`config.mk`:
```
export PLATFORM = sky130hd
export DESIGN_NAME = cfg_upset_injector
export DESIGN_NICKNAME = d
export VERILOG_FILES = /design/src/rtl/fi_pkg.sv /design/src/rtl/fi_lfsr.sv /design/src/rtl/fi_log_fifo.sv /design/src/rtl/cfg_upset_injector.sv
export SDC_FILE = /design/constraint.sdc
export NUM_CORES = 1
export LEC_CHECK = 0
export ABC_AREA = 1
export BUFFER_PORTS_ARGS = -buffer_cell sky130_fd_sc_hd__buf_2
export CAP_MARGIN = 20
export CORE_ASPECT_RATIO = 0.9
export CORE_MARGIN = 2
export CORE_UTILIZATION = 31
export CTS_BUF_LIST = sky130_fd_sc_hd__clkbuf_4 sky130_fd_sc_hd__clkbuf_8
export DETAILED_ROUTE_END_ITERATION = 10
export PLACE_DENSITY = 0.52
export SYNTH_ARGS = -nofsm -noshare
export SYNTH_HDL_FRONTEND = slang
export SYNTH_HIERARCHICAL = 1
export SYNTH_SLANG_ARGS = --single-unit
```
`constraint.sdc`:
```
create_clock -name clk -period 2.4 [get_ports clk]
set_input_delay 0.12 -clock clk [delete_from_list [all_inputs] [get_ports clk]]
set_output_delay 0.12 -clock clk [all_outputs]
set_load 0.005 [all_outputs]
```
`src/rtl/fi_pkg.sv`:
```
package fi_pkg;

  localparam int LFSR_W = 16;
  localparam logic [LFSR_W-1:0] LFSR_SEED = 16'hACE1;

  typedef enum logic [2:0] {
    ST_IDLE  = 3'd0,
    ST_DRAW  = 3'd1,
    ST_SUSP  = 3'd2,
    ST_READ  = 3'd3,
    ST_WAIT  = 3'd4,
    ST_WRITE = 3'd5,
    ST_LOG   = 3'd6
  } inj_state_e;

  // One step of the position generator: shift left, new bit 0 from taps 15,13,12,10.
  function automatic logic [LFSR_W-1:0] lfsr_step(input logic [LFSR_W-1:0] s);
    return {s[LFSR_W-2:0], s[15] ^ s[13] ^ s[12] ^ s[10]};
  endfunction

endpackage

```
`src/rtl/fi_lfsr.sv`:
```
module fi_lfsr
  import fi_pkg::*;
#(
  parameter int OUT_W = 9
) (
  input  logic             clk,
  input  logic             rst_n,
  input  logic             step,
  output logic [OUT_W-1:0] draw
);

  logic [LFSR_W-1:0] state_q;

  always_ff @(posedge clk) begin
    if (!rst_n)    state_q <= LFSR_SEED;
    else if (step) state_q <= lfsr_step(state_q);
  end

  assign draw = state_q[OUT_W-1:0];

  AST_LFSR_NONZERO: assert property (@(posedge clk) disable iff (!rst_n) state_q != '0);

endmodule

```
`src/rtl/fi_log_fifo.sv`:
```
module fi_log_fifo #(
  parameter int DW    = 17,
  parameter int DEPTH = 4
) (
  input  logic          clk,
  input  logic          rst_n,
  input  logic          push,
  input  logic [DW-1:0] din,
  input  logic          pop,
  output logic [DW-1:0] dout,
  output logic          empty,
  output logic          full
);

  localparam int AW = $clog2(DEPTH);

  logic [DW-1:0] mem_q [DEPTH];
  logic [AW:0]   wr_ptr_q, rd_ptr_q;

  always_ff @(posedge clk) begin
    if (push) mem_q[wr_ptr_q[AW-1:0]] <= din;
  end

  always_ff @(posedge clk) begin
    if (!rst_n) begin
      wr_ptr_q <= '0;
      rd_ptr_q <= '0;
    end else begin
      if (push) wr_ptr_q <= wr_ptr_q + 1'b1;
      if (pop)  rd_ptr_q <= rd_ptr_q + 1'b1;
    end
  end

  assign empty = (wr_ptr_q == rd_ptr_q);
  assign full  = (wr_ptr_q[AW] != rd_ptr_q[AW]) && (wr_ptr_q[AW-1:0] == rd_ptr_q[AW-1:0]);
  assign dout  = mem_q[rd_ptr_q[AW-1:0]];

  AST_NO_OVERFLOW:  assert property (@(posedge clk) disable iff (!rst_n) push |-> !full);
  AST_NO_UNDERRUN:  assert property (@(posedge clk) disable iff (!rst_n) pop |-> !empty);

endmodule

```
`src/rtl/cfg_upset_injector.sv`:
```
module cfg_upset_injector
  import fi_pkg::*;
#(
  parameter int N_FRAMES  = 12,
  parameter int FRAME_W   = 32,
  parameter int INJ_BITS  = 24,
  parameter int LOG_DEPTH = 4,
  parameter int CNT_W     = 8,
  localparam int FW       = $clog2(N_FRAMES),
  localparam int BW       = $clog2(FRAME_W),
  localparam int LOG_W    = CNT_W + FW + BW
) (
  input  logic               clk,
  input  logic               rst_n,
  input  logic               inj_cmd,
  input  logic               tgt_dyn,
  input  logic               suspend_ack,
  output logic               suspend_req,
  output logic               busy,
  output logic               overflow,
  output logic               frm_rd_en,
  output logic               frm_wr_en,
  output logic [FW-1:0]      frm_addr,
  output logic [FRAME_W-1:0] frm_wr_data,
  input  logic [FRAME_W-1:0] frm_rd_data,
  input  logic               log_rd_en,
  output logic               log_empty,
  output logic               log_full,
  output logic [LOG_W-1:0]   log_dout
);

  // Position fits the frame array and avoids the flip-flop region.
  function automatic logic pos_ok(input logic [FW-1:0] f, input logic [BW-1:0] b);
    return (int'(f) < N_FRAMES) && (int'(b) < INJ_BITS);
  endfunction

  // Invert a single bit of a frame word.
  function automatic logic [FRAME_W-1:0] flip_one(input logic [FRAME_W-1:0] d,
                                                  input logic [BW-1:0]      b);
    return d ^ ({{(FRAME_W-1){1'b0}}, 1'b1} << b);
  endfunction

  inj_state_e         state_q, state_d;
  logic               dyn_q;
  logic [FW-1:0]      frame_q;
  logic [BW-1:0]      bit_q;
  logic [FRAME_W-1:0] rd_buf_q;
  logic [CNT_W-1:0]   cnt_q;
  logic               ovf_q;

  // Named internal events
  logic               accept_w, refuse_w, draw_step_w, cand_ok_w, log_push_w, log_pop_w;
  logic [FW+BW-1:0]   draw_w;
  logic [FW-1:0]      cand_frame_w;
  logic [BW-1:0]      cand_bit_w;

  fi_lfsr #(.OUT_W(FW + BW)) u_lfsr (
    .clk   (clk),
    .rst_n (rst_n),
    .step  (draw_step_w),
    .draw  (draw_w)
  );

  assign cand_frame_w = draw_w[FW-1:0];
  assign cand_bit_w   = draw_w[FW+BW-1:FW];

  assign accept_w    = (state_q == ST_IDLE) && inj_cmd && !log_full;
  assign refuse_w    = (state_q == ST_IDLE) && inj_cmd &&  log_full;
  assign draw_step_w = (state_q == ST_DRAW);
  assign cand_ok_w   = draw_step_w && pos_ok(cand_frame_w, cand_bit_w);
  assign log_push_w  = (state_q == ST_LOG);
  assign log_pop_w   = log_rd_en && !log_empty;

  always_comb begin
    state_d = state_q;
    unique case (state_q)
      ST_IDLE:  if (accept_w) state_d = ST_DRAW;
      ST_DRAW:  if (cand_ok_w) state_d = dyn_q ? ST_SUSP : ST_READ;
      ST_SUSP:  if (suspend_ack) state_d = ST_READ;
      ST_READ:  state_d = ST_WAIT;
      ST_WAIT:  state_d = ST_WRITE;
      ST_WRITE: state_d = ST_LOG;
      ST_LOG:   state_d = ST_IDLE;
      default:  state_d = ST_IDLE;
    endcase
  end

  always_ff @(posedge clk) begin
    if (!rst_n) begin
      state_q  <= ST_IDLE;
      dyn_q    <= 1'b0;
      frame_q  <= '0;
      bit_q    <= '0;
      rd_buf_q <= '0;
      cnt_q    <= '0;
      ovf_q    <= 1'b0;
    end else begin
      state_q <= state_d;
      if (accept_w)              dyn_q    <= tgt_dyn;
      if (cand_ok_w) begin
        frame_q <= cand_frame_w;
        bit_q   <= cand_bit_w;
      end
      if (state_q == ST_WAIT)    rd_buf_q <= frm_rd_data;
      if (log_push_w)            cnt_q    <= cnt_q + 1'b1;
      if (refuse_w)              ovf_q    <= 1'b1;
    end
  end

  assign busy        = (state_q != ST_IDLE);
  assign overflow    = ovf_q;
  assign frm_rd_en   = (state_q == ST_READ);
  assign frm_wr_en   = (state_q == ST_WRITE);
  assign frm_addr    = frame_q;
  assign frm_wr_data = flip_one(rd_buf_q, bit_q);
  assign suspend_req = dyn_q && ((state_q == ST_SUSP) || (state_q == ST_READ) ||
                                 (state_q == ST_WAIT) || (state_q == ST_WRITE));

  fi_log_fifo #(.DW(LOG_W), .DEPTH(LOG_DEPTH)) u_log (
    .clk   (clk),
    .rst_n (rst_n),
    .push  (log_push_w),
    .din   ({cnt_q, frame_q, bit_q}),
    .pop   (log_pop_w),
    .dout  (log_dout),
    .empty (log_empty),
    .full  (log_full)
  );

  AST_ONE_BIT_FLIP:      assert property (@(posedge clk) disable iff (!rst_n) frm_wr_en |-> $countones(frm_wr_data ^ $past(frm_rd_data)) == 1);
  AST_WR_FOLLOWS_RD:     assert property (@(posedge clk) disable iff (!rst_n) frm_wr_en |-> $past(frm_rd_en, 2) && (frm_addr == $past(frm_addr, 2)));
  AST_STATIC_NO_SUSPEND: assert property (@(posedge clk) disable iff (!rst_n) (busy && !dyn_q) |-> !suspend_req);
  AST_DYN_HELD:          assert property (@(posedge clk) disable iff (!rst_n) ((frm_rd_en || frm_wr_en) && dyn_q) |-> suspend_req);
  AST_RD_AFTER_ACK:      assert property (@(posedge clk) disable iff (!rst_n) (frm_rd_en && dyn_q) |-> $past(suspend_ack));
  AST_NO_FF_BITS:        assert property (@(posedge clk) disable iff (!rst_n) frm_rd_en |-> (int'(bit_q) < INJ_BITS) && (int'(frame_q) < N_FRAMES));
  AST_REFUSE_FULL:       assert property (@(posedge clk) disable iff (!rst_n) (!busy && inj_cmd && log_full) |=> !busy && overflow);
  AST_LOG_ENDS_BUSY:     assert property (@(posedge clk) disable iff (!rst_n) $fell(busy) |-> $past(log_push_w));

endmodule

```
==> results of run 1 <==
worst min-delay path: stages:
cell	delay, ns
buf_2	0.09
inv_1	0.04
nor2_1	0.08
nor2_1	0.13
nor2_1	0.06
metal layers:
layer / GRT usage / vias to the layer above
met5: 0 / -
met4: 0.0319 / 0
met3: 0.0360 / 10
met2: 0.219 / 70
met1: 0.190 / 2227
li1: - / 2584
placed cells by master (no fill, tap or decap), types with 14 or more instances in the layout:
cell,count
a21oi_1,21
buf_2,97
buf_4,14
clkbuf_8,18
dfxtp_1,77
dlygate4sd3_1,34
edfxtp_1,68
inv_1,75
nand2_1,120
nand3_1,29
nor2_1,122
o211ai_1,25
o21ai_0,61
xnor2_1,30
registers in the layout, summed over array words and instances (netlist names), named ones only:
register        cells
frm_addr            4
u_lfsr/state_q     16
u_log/wr_ptr_q      3
u_log/mem_q        68
rd_buf_q           32
u_log/rd_ptr_q      3
bit_q               5
cnt_q               8
state_q             3
dyn_q               1
overflow            1
logic make-up after synthesis:
kind of cell,after synthesis,synth area share
AO/OA/AOI/OAI,121,0.115
XOR/XNOR,35,0.0473
adder cells (fa/ha/maj),8,0.0154
buffers and inverters,120,0.0890
flip-flops,146,0.556
AND/OR/NAND/NOR,287,0.177
what timing repair did:
| item | in CTS | in global routing |
|---|---|---|
| gates resized for setup | 0 | 1 |
| hold buffers | 34 | 0 |
| hold endpoints to repair | 34 | 0 |
| setup endpoints to repair | 0 | 4 |
how the worst min path moves through the flow:
stage	startpoint	to	slack [ns]	cells past startpoint
2_1_floorplan	rst_n	u_log/wr_ptr_q[2]	0.24	2
3_3_place_gp	frm_rd_data[16]	rd_buf_q[16]	0.37	3
3_5_place_dp	frm_rd_data[27]	rd_buf_q[27]	0.38	3
4_1_cts	log_rd_en	flip-flop	0.11	5
5_1_grt	log_rd_en	u_log/rd_ptr_q[2]	0.14	5
6_report	log_rd_en	flip-flop	0.13	5
power by group:
part | leakage [uW] | switching [uW] | internal [uW]
Sequential | 0.00125 | 313 | 2960
Clock | 0.000183 | 944 | 786
Combinational | 0.00185 | 1320 | 836
metrics by stage:
step	instances	hold slack (ns)	worst slack (ns)	instance area, um^2
floorplan	717	0.241	0.815	6480
global placement	1048	0.370	0.648	7160
detailed placement	1048	0.376	0.627	7160
CTS	1114	0.111	0.143	7850
global route	1114	0.143	0.0845	7860
finish	1114	0.132	0.225	7860
cells in the mapped netlist:
| cell type | instances |
|---|---|
| inv_2 | 1 |
| dfxtp_1 | 78 |
| nor3_1 | 5 |
| nor2_1 | 122 |
| xor2_1 | 5 |
| clkbuf_1 | 10 |
| nand4_1 | 7 |
| nand3_1 | 29 |
| o211ai_1 | 25 |
| inv_6 | 1 |
| a31oi_1 | 1 |
| buf_6 | 8 |
| inv_1 | 75 |
| o21ai_0 | 61 |
| a21oi_1 | 21 |
| o21ai_1 | 2 |
| xnor2_1 | 30 |
| nor2_2 | 3 |
| nand3b_1 | 1 |
| o211ai_2 | 10 |
| buf_1 | 1 |
| o21bai_1 | 1 |
| buf_2 | 10 |
| buf_4 | 13 |
| nand2_1 | 120 |
| ha_1 | 8 |
| clkinv_1 | 1 |
| edfxtp_1 | 68 |
layout make-up:
type,count,area [um^2]
Fill cell,2122,12800
Sequential cell,146,3600
Multi-Input combinational cell,451,2310
Timing Repair Buffer,147,971
Tap cell,260,325
Inverter,78,298
Clock buffer,21,270
Clock inverter,11,82.6
==> key figures, run 1 <==
Clocking
  • # H-tree levels: 4
  • Root Buffer: clkbuf_8
  • Clk slew on worst S/H paths: about 0.080 ns
  • Setup Buffers After CTS: 0
  • Clk_lat worst skew: 0.44 ns
  • Clock tree buffer depth: 2
  • CTS tree: yes
  • TritonCTS Buffers: 17
  • TritonCTS Sinks: about 150

Synthesis
  • Yosys top cell by area: edfxtp_1
  • Mapped Area: 6480 um^2
  • Netlist cell types: 28
  • Synthesized area per cell: 9.04 um^2
  • Top cells by area, synth: edfxtp_1 31%, dfxtp_1 24%, nor2_1 7.1%
  • Synth warn: 6
  • Register area share after synthesis: 0.556
  • Syn_nets: 763
  • Cells after Synth: 717
  • Synth top area share: 0.315
  • Post-synthesis register bit count: roughly 150

Worst setup path
  • Worst reg2reg path endpoint: u_log/mem_q[3][4]
  • Register-to-Register Path Depth: 5
  • CP startpoint kind: flip-flop
  • Crit path depth: 6
  • CP Cell Sequence: inv_1, nor3_1, buf_4, nand3_1, xnor2_1, buf_2
  • Setup CP Type: reg -> out
  • CP max stage delay: about 0.46 ns
  • Worst-path fanout max: 8
  • Worst Setup SP: bit_q[1]
  • Flop2flop setup slack: 0.72 ns
  • Endpoint type of the worst setup path: primary output
  • Reg2Reg Launch Point: state_q[2]
  • CP Capture Point: frm_wr_data[18]
  • Worst EP required: approximately 2.3 ns
  • Worst path slowest cell: dfxtp_1
  • CP top delay family: simple AND/OR/NAND/NOR gates
  • CP arrival: a little over 2 ns
  • Critical path buffer and inverter count: 3

Floorplanning
  • Chip Width: around 160 um
  • CORE AREA: between 20000 and 25000 um^2
  • Die Ht: between 100 and 150 um
  • Initial Util: 0.314
  • # rows: 50
  • I/O pin total: slightly below 100
  • DIE AREA: 22100 um^2

Route
  • DR WL/cell: 13.2 um
  • Vias per cell: around 4.4
  • Detail Route met2 WL: ~6.6 mm
  • Antenna viol nets, final: 0
  • DR vias: between 4000 and 5000
  • Iter 0 DRT Violations: around 220
  • Wl on met1: between 7 and 8 mm
  • Routed met3 length: ~490 um
  • WL final: roughly 15 mm
  • # DRC: 0
  • Max Used Layer: met4
  • First-pass DRT Iterations: 4

Timing
  • Setup TNS: 0 ns
  • Hold Fails Final Rpt: 0
  • Fmax: 460 MHz
  • Slew Viols, Final: 0
  • Crit share post-route: 0.906
  • Worst slew pin tran: between 0.5 and 0.6 ns
  • Final min period: approximately 2.2 ns
  • Worst Clk Skew: between 0.015 and 0.02 ns
  • RSZ-0062 raised after global routing: false
  • Final setup violation count: 0
  • Slew HR: 0.611

Layout
  • Layout net count: about 890
  • Diodes inserted: 0
  • Fin util: 0.381
  • Layout cells sized above 1: 0.190
  • Area grow syn2layout: 21.2%

Power and ir drop
  • Pwr Density: approximately 900 nW/um^2
  • VDD IR-drop max: slightly below 0.4 mV
  • Lkg Pwr: about 0.0033 uW
  • Power, Total: between 7000 and 8000 uW

Global route
  • Gr ovfl total: 0
  • Gr usage total: 0.138
  • Largest net degree at the start of global routing: 39
  • First-pass GRT wire length: 24.0 mm
  • Number of global-route vias before repair: approximately 4700
  • Initial antenna violation count: 0

Place
  • Detailed Place HPWL: approximately 9.7 mm
  • GP Congestion: ~0.8
  • Port bufs: between 90 and 100

Status
  • Status: complete, no violations

Run
  • MaxCap Viol Count: 0

Worst hold path
  • Worst hold path type: in -> reg
Power figures use the tool's default switching activity.
==> run 2: changes to the inputs <==
Settings changed: CELL_PAD_IN_SITES_DETAIL_PLACEMENT from default to 0, CELL_PAD_IN_SITES_GLOBAL_PLACEMENT from default to 1, PLACE_DENSITY 0.52 to 0.63.
==> key figures, run 2 (synthesis results as in run 1) <==
Place
  • Port bufs: between 90 and 100
  • Placed cells: 1049
  • Detailed Place HPWL: roughly 9.8 mm
  • Post-DP Area: approximately 7000 um^2
  • GP Congestion: around 0.75

Timing
  • RSZ-0062 raised after global routing: false
  • Slew Viols, Final: 0
  • Hold Fails Final Rpt: 0
  • Crit share post-route: 0.884
  • Setup TNS: 0 ns
  • Final min period: 2.12 ns
  • Slew HR: 0.634
  • Hold slack: ~0.13 ns
  • Fmax: 471 MHz
  • Final setup violation count: 0
  • Worst slew pin tran: around 0.54 ns
  • Worst Clk Skew: 0.0149 ns

Layout
  • Final Cell Area: 7850 um^2
  • Layout cells sized above 1: 0.189
  • Max reg flops: 68
  • Final Non-Filler Cells: ~1100
  • Layout net count: 888
  • Leading cell type in the layout, fill and taps excluded: nor2_1
  • Commonest non-fill, non-tap cells in the layout: 122 x nor2_1, 120 x nand2_1, 97 x buf_2
  • Area grow syn2layout: 21.1%
  • Diodes inserted: 0

Worst setup path
  • Endpoint type of the worst setup path: primary output
  • CP startpoint kind: flip-flop
  • Flop2flop setup slack: 0.75 ns
  • CP arrival: around 2.0 ns
  • Setup CP Type: reg -> out
  • Worst-path fanout max: 13
  • CP Cell Sequence: inv_1, nor3_1, buf_4, nand3_1, xnor2_1, buf_2
  • Worst EP required: between 2 and 2.5 ns
  • Worst path slowest cell: dfxtp_1
  • CP max stage delay: between 0.5 and 0.6 ns

Run
  • MaxCap Viol Count: 0

Route
  • First-pass DRT Iterations: 4
  • Iter 0 DRT Violations: 300
  • WL final: ~15 mm
  • Antenna viol nets, final: 0
  • DR vias: roughly 4900
  • # DRC: 0
  • DR WL/cell: 13.4 um
  • Vias per cell: roughly 4.4

Status
  • Status: complete, no violations

Clocking
  • Root Buffer: clkbuf_8
  • Clk_lat worst skew: approximately 0.44 ns
  • Clock tree buffer depth: 2
  • # H-tree levels: 4
  • Clk slew on worst S/H paths: ~0.080 ns
  • TritonCTS Sinks: about 150
  • TritonCTS Buffers: 17
  • CTS tree: yes

Power and ir drop
  • Clk pwr share: 0.242
  • Reg power frac: 0.460
  • Lkg Pwr: ~0.0033 uW
  • Internal power: 4590 uW
  • NetSw: approximately 2600 uW
  • Gate power share: 0.298
  • VDD IR-drop max: roughly 0.36 mV
  • Power, Total: between 7000 and 8000 uW
  • Switch share: 0.359
  • Pwr Density: approximately 910 nW/um^2

Global route
  • Gr usage total: 0.141
  • Gr ovfl total: 0
  • Number of global-route vias before repair: around 4700
  • Largest net degree at the start of global routing: 44
  • Initial antenna violation count: 0
  • First-pass GRT wire length: between 20 and 25 mm

Floorplanning
  • Initial Util: 0.314
  • Chip Width: between 150 and 200 um
  • # rows: 50
  • I/O pin total: 98
  • DIE AREA: approximately 22000 um^2
  • CORE AREA: about 21000 um^2
  • Die Ht: approximately 140 um

Worst hold path
  • Worst hold path type: in -> reg
==> run 2: changes by cell type in the layout (fill, tap and decap cells not counted), sizes merged <==
cell / delta
buf: +1
clkinvlp: -1
inv: +1
==> run 2: final timing paths <==
| check | start | endpoint | cells after the start |
|---|---|---|---|
| worst max-delay path | bit_q[2] | frm_wr_data[7] | 6 |
| worst min-delay path | log_rd_en | flip-flop | 5 |
| worst max register to register | state_q[2] | u_log/mem_q[3][0] | 5 |
| worst min register to register | overflow | overflow | 2 |
==> run 2: through the flow <==
stage | worst slack [ns] | utilization
4_1_cts | 0.258 | 0.380
3_5_place_dp | 0.725 | 0.347
3_3_place_gp | 0.739 | 0.347
5_1_grt | 0.0604 | 0.380
6_report | 0.279 | 0.380
2_1_floorplan | 0.815 | -
==> run 2: layout make-up <==
| type | count | area (um^2) |
|---|---|---|
| Clock buffer | 21 | 277 |
| Clock inverter | 11 | 77.6 |
| Fill cell | 2146 | 12800 |
| Inverter | 78 | 298 |
| Multi-Input combinational cell | 451 | 2300 |
| Sequential cell | 146 | 3600 |
| Tap cell | 260 | 325 |
| Timing Repair Buffer | 148 | 966 |
==> run 2: critical path, delay by kind of cell (launching register included) <==
kind	cells	cell delay [ns]
xor+xnor	1	0.15
buf+inv	3	0.50
flops	1	0.56
simple gates	2	0.37
==> run 2: power by group through the flow <==
stage	Clock, uW	Sequential [uW]	Combinational (uW)
after floorplan	0	3220	1590
after global routing	1910	3350	2440
after detailed placement	0	3350	2130
after CTS	1800	3290	2180
after global placement	0	3350	2130
final	1730	3290	2130
==> run 2: per-layer routing <==
| metal | GRT usage | part of all wire | vias up |
|---|---|---|---|
| li1 | - | - | 2591 |
| met1 | 0.196 | 0.50 | 2267 |
| met2 | 0.214 | 0.46 | 77 |
| met3 | 0.0335 | 0.029 | 12 |
| met4 | 0.0468 | 0.012 | 0 |
| met5 | 0 | 0 | - |
==> run 2: what timing repair did <==
action	in CTS	in global routing
setup buffers	0	0
endpoints found under the setup margin	0	0
hold buffers	34	0
hold endpoints to repair	34	0
resized for setup	0	0
==> run 3: changes to the inputs <==
Settings changed: ABC_AREA 1 to default, PLACE_DENSITY 0.63 to 0.61.
==> key figures, run 3 <==
Global route
  • Initial antenna violation count: 0
  • Gr ovfl total: 0
  • Gr usage total: 0.129
  • Number of global-route vias before repair: around 4100
  • Largest net degree at the start of global routing: 52
  • First-pass GRT wire length: about 22 mm

Power and ir drop
  • Pwr Density: between 800 and 900 nW/um^2
  • VDD IR-drop max: 0.395 mV
  • Lkg Pwr: approximately 0.003 uW

Timing
  • Worst slew pin tran: 0.828 ns
  • RSZ-0062 raised after global routing: false
  • Slew HR: 0.448
  • Hold Fails Final Rpt: 0
  • Setup TNS: 0 ns
  • Final setup violation count: 0
  • Final min period: roughly 2.1 ns
  • Worst Clk Skew: ~0.015 ns
  • Crit share post-route: 0.883
  • Slew Viols, Final: 0
  • Fmax: around 470 MHz

Floorplanning
  • Die Ht: approximately 140 um
  • I/O pin total: between 90 and 100
  • DIE AREA: 21500 um^2
  • Initial Util: 0.316
  • # rows: slightly below 50
  • CORE AREA: around 20000 um^2
  • Chip Width: approximately 150 um

Worst setup path
  • Worst EP required: approximately 2.3 ns
  • Worst-path fanout max: 13
  • Setup CP Type: reg -> out
  • CP startpoint kind: flip-flop
  • CP arrival: around 2.0 ns
  • Endpoint type of the worst setup path: primary output

Synthesis
  • XOR/XNOR share of the synthesized area: 0.0597
  • Post-synth EDFFs: roughly 70
  • Register area share after synthesis: 0.573
  • Syn_nets: 584
  • Main combinational cell family by area after synthesis: simple AND/OR/NAND/NOR gates
  • Netlist cell types: between 40 and 50
  • Synth cell count leaders: 87 x nand2_1, 78 x dfxtp_1, 68 x edfxtp_1
  • Post-synthesis register bit count: 146
  • Top FF cell, synth: dfxtp_1
  • Mapped Area: around 6300 um^2
  • Synth Area in Simple Gates: 0.143
  • Synthesized area per cell: 11.7 um^2
  • Yosys top cell by area: edfxtp_1
  • Synth warn: 6
  • Ys async rst share: 0
  • Top cells by area, synth: edfxtp_1 32%, dfxtp_1 25%, nand2_1 5.2%
  • Cells after Synth: around 540
  • Synth top area share: 0.325
  • Synth Area in Adders: 0.0159
  • Post-synthesis mux area share: 0.0952
  • Most common cell in the synthesized netlist: nand2_1
  • Synth Area in Compound Gates: 0.0686

Place
  • Detailed Place HPWL: slightly below 9 mm
  • GP Congestion: roughly 0.74
  • Port bufs: slightly below 100

Layout
  • Commonest non-fill, non-tap cells in the layout: 97 x buf_2, 87 x nand2_1, 78 x dfxtp_1
  • Layout net count: slightly above 700
  • Area grow syn2layout: 22.6%
  • Fin util: 0.387
  • Max reg flops: about 70
  • Diodes inserted: 0
  • Leading cell type in the layout, fill and taps excluded: buf_2
  • Layout cells sized above 1: 0.247

Route
  • WL final: 13.4 mm
  • Antenna viol nets, final: 0
  • Vias per cell: 4.60
  • Iter 0 DRT Violations: between 200 and 250
  • DR vias: between 4000 and 5000
  • DR WL/cell: 14.4 um
  • First-pass DRT Iterations: 4
  • # DRC: 0

Clocking
  • TritonCTS Buffers: 17
  • Setup Buffers After CTS: 0
  • Hold_buf cts: 34
  • Clk slew on worst S/H paths: roughly 0.08 ns
  • TritonCTS Sinks: between 100 and 150
  • Clk_lat worst skew: 0.43 ns
  • # H-tree levels: 4
  • Root Buffer: clkbuf_8
  • CTS tree: yes
  • Clock tree buffer depth: 2
  • Post-cts gate resize count: 0

Status
  • Status: complete, no violations

Run
  • MaxCap Viol Count: 0

Worst hold path
  • Worst hold path type: in -> reg
## run 3: final cells by class
cell class	count	area, um^2
Clock buffer	18	241
Clock inverter	14	168
Fill cell	1973	12200
Inverter	9	33.8
Multi-Input combinational cell	344	2410
Sequential cell	146	3600
Tap cell	255	319
Timing Repair Buffer	146	938
## run 3: worst max-delay path, stage by stage (launching register included)
cell and delay [ns]:
dfxtp_1 0.59, nand3b_1 0.31, nor3_1 0.34, xor2_1 0.20, buf_2 0.14
## run 3: cells by family after synthesis
logic type	Yosys count
muxes	36
buffers and inverters	48
and+or+nand+nor	181
xor gates and xnor gates	42
adders and majority gates	8
AOI/OAI and AO/OA	77
DFF	146
## run 3: final timing paths
kind | from | to | slack, ns | cells after the start
max | bit_q[1] | frm_wr_data[6] | 0.28 | 4
max reg2reg | state_q[2] | u_lfsr/state_q[11] | 0.34 | 4
min | rst_n | u_lfsr/state_q[11] | 0.03 | 2
min reg2reg | rd_buf_q[7] | rd_buf_q[7] | 0.47 | 2
## run 3: layer usage
metal  part of all wire  global-route usage  up-vias
met2               0.49               0.209       77
met1               0.47               0.169     2051
met5                  0                   0        -
met3              0.036              0.0322       11
met4              0.012              0.0428        0
li1                   -                   -     2144
## run 3: per-stage QoR
stage,hold slack [ns],power (uW),setup slack (ns),cell area (um^2),cells
after floorplan,0.248,4010,0.572,6290,538
final,0.0349,6250,0.282,7710,932
after CTS,0.0116,6340,0.228,7710,932
after detailed placement,0.366,4300,0.335,6960,866
after global routing,0.0128,6620,0.0726,7710,932
after global placement,0.363,4270,0.397,6960,866
## run 3: report_power, final
part | internal, uW | switching (uW) | leakage (uW)
Combinational | 584 | 674 | 0.00153
Sequential | 2790 | 224 | 0.00126
Clock | 974 | 1000 | 0.000208
Total | 4350 | 1900 | 0.00300
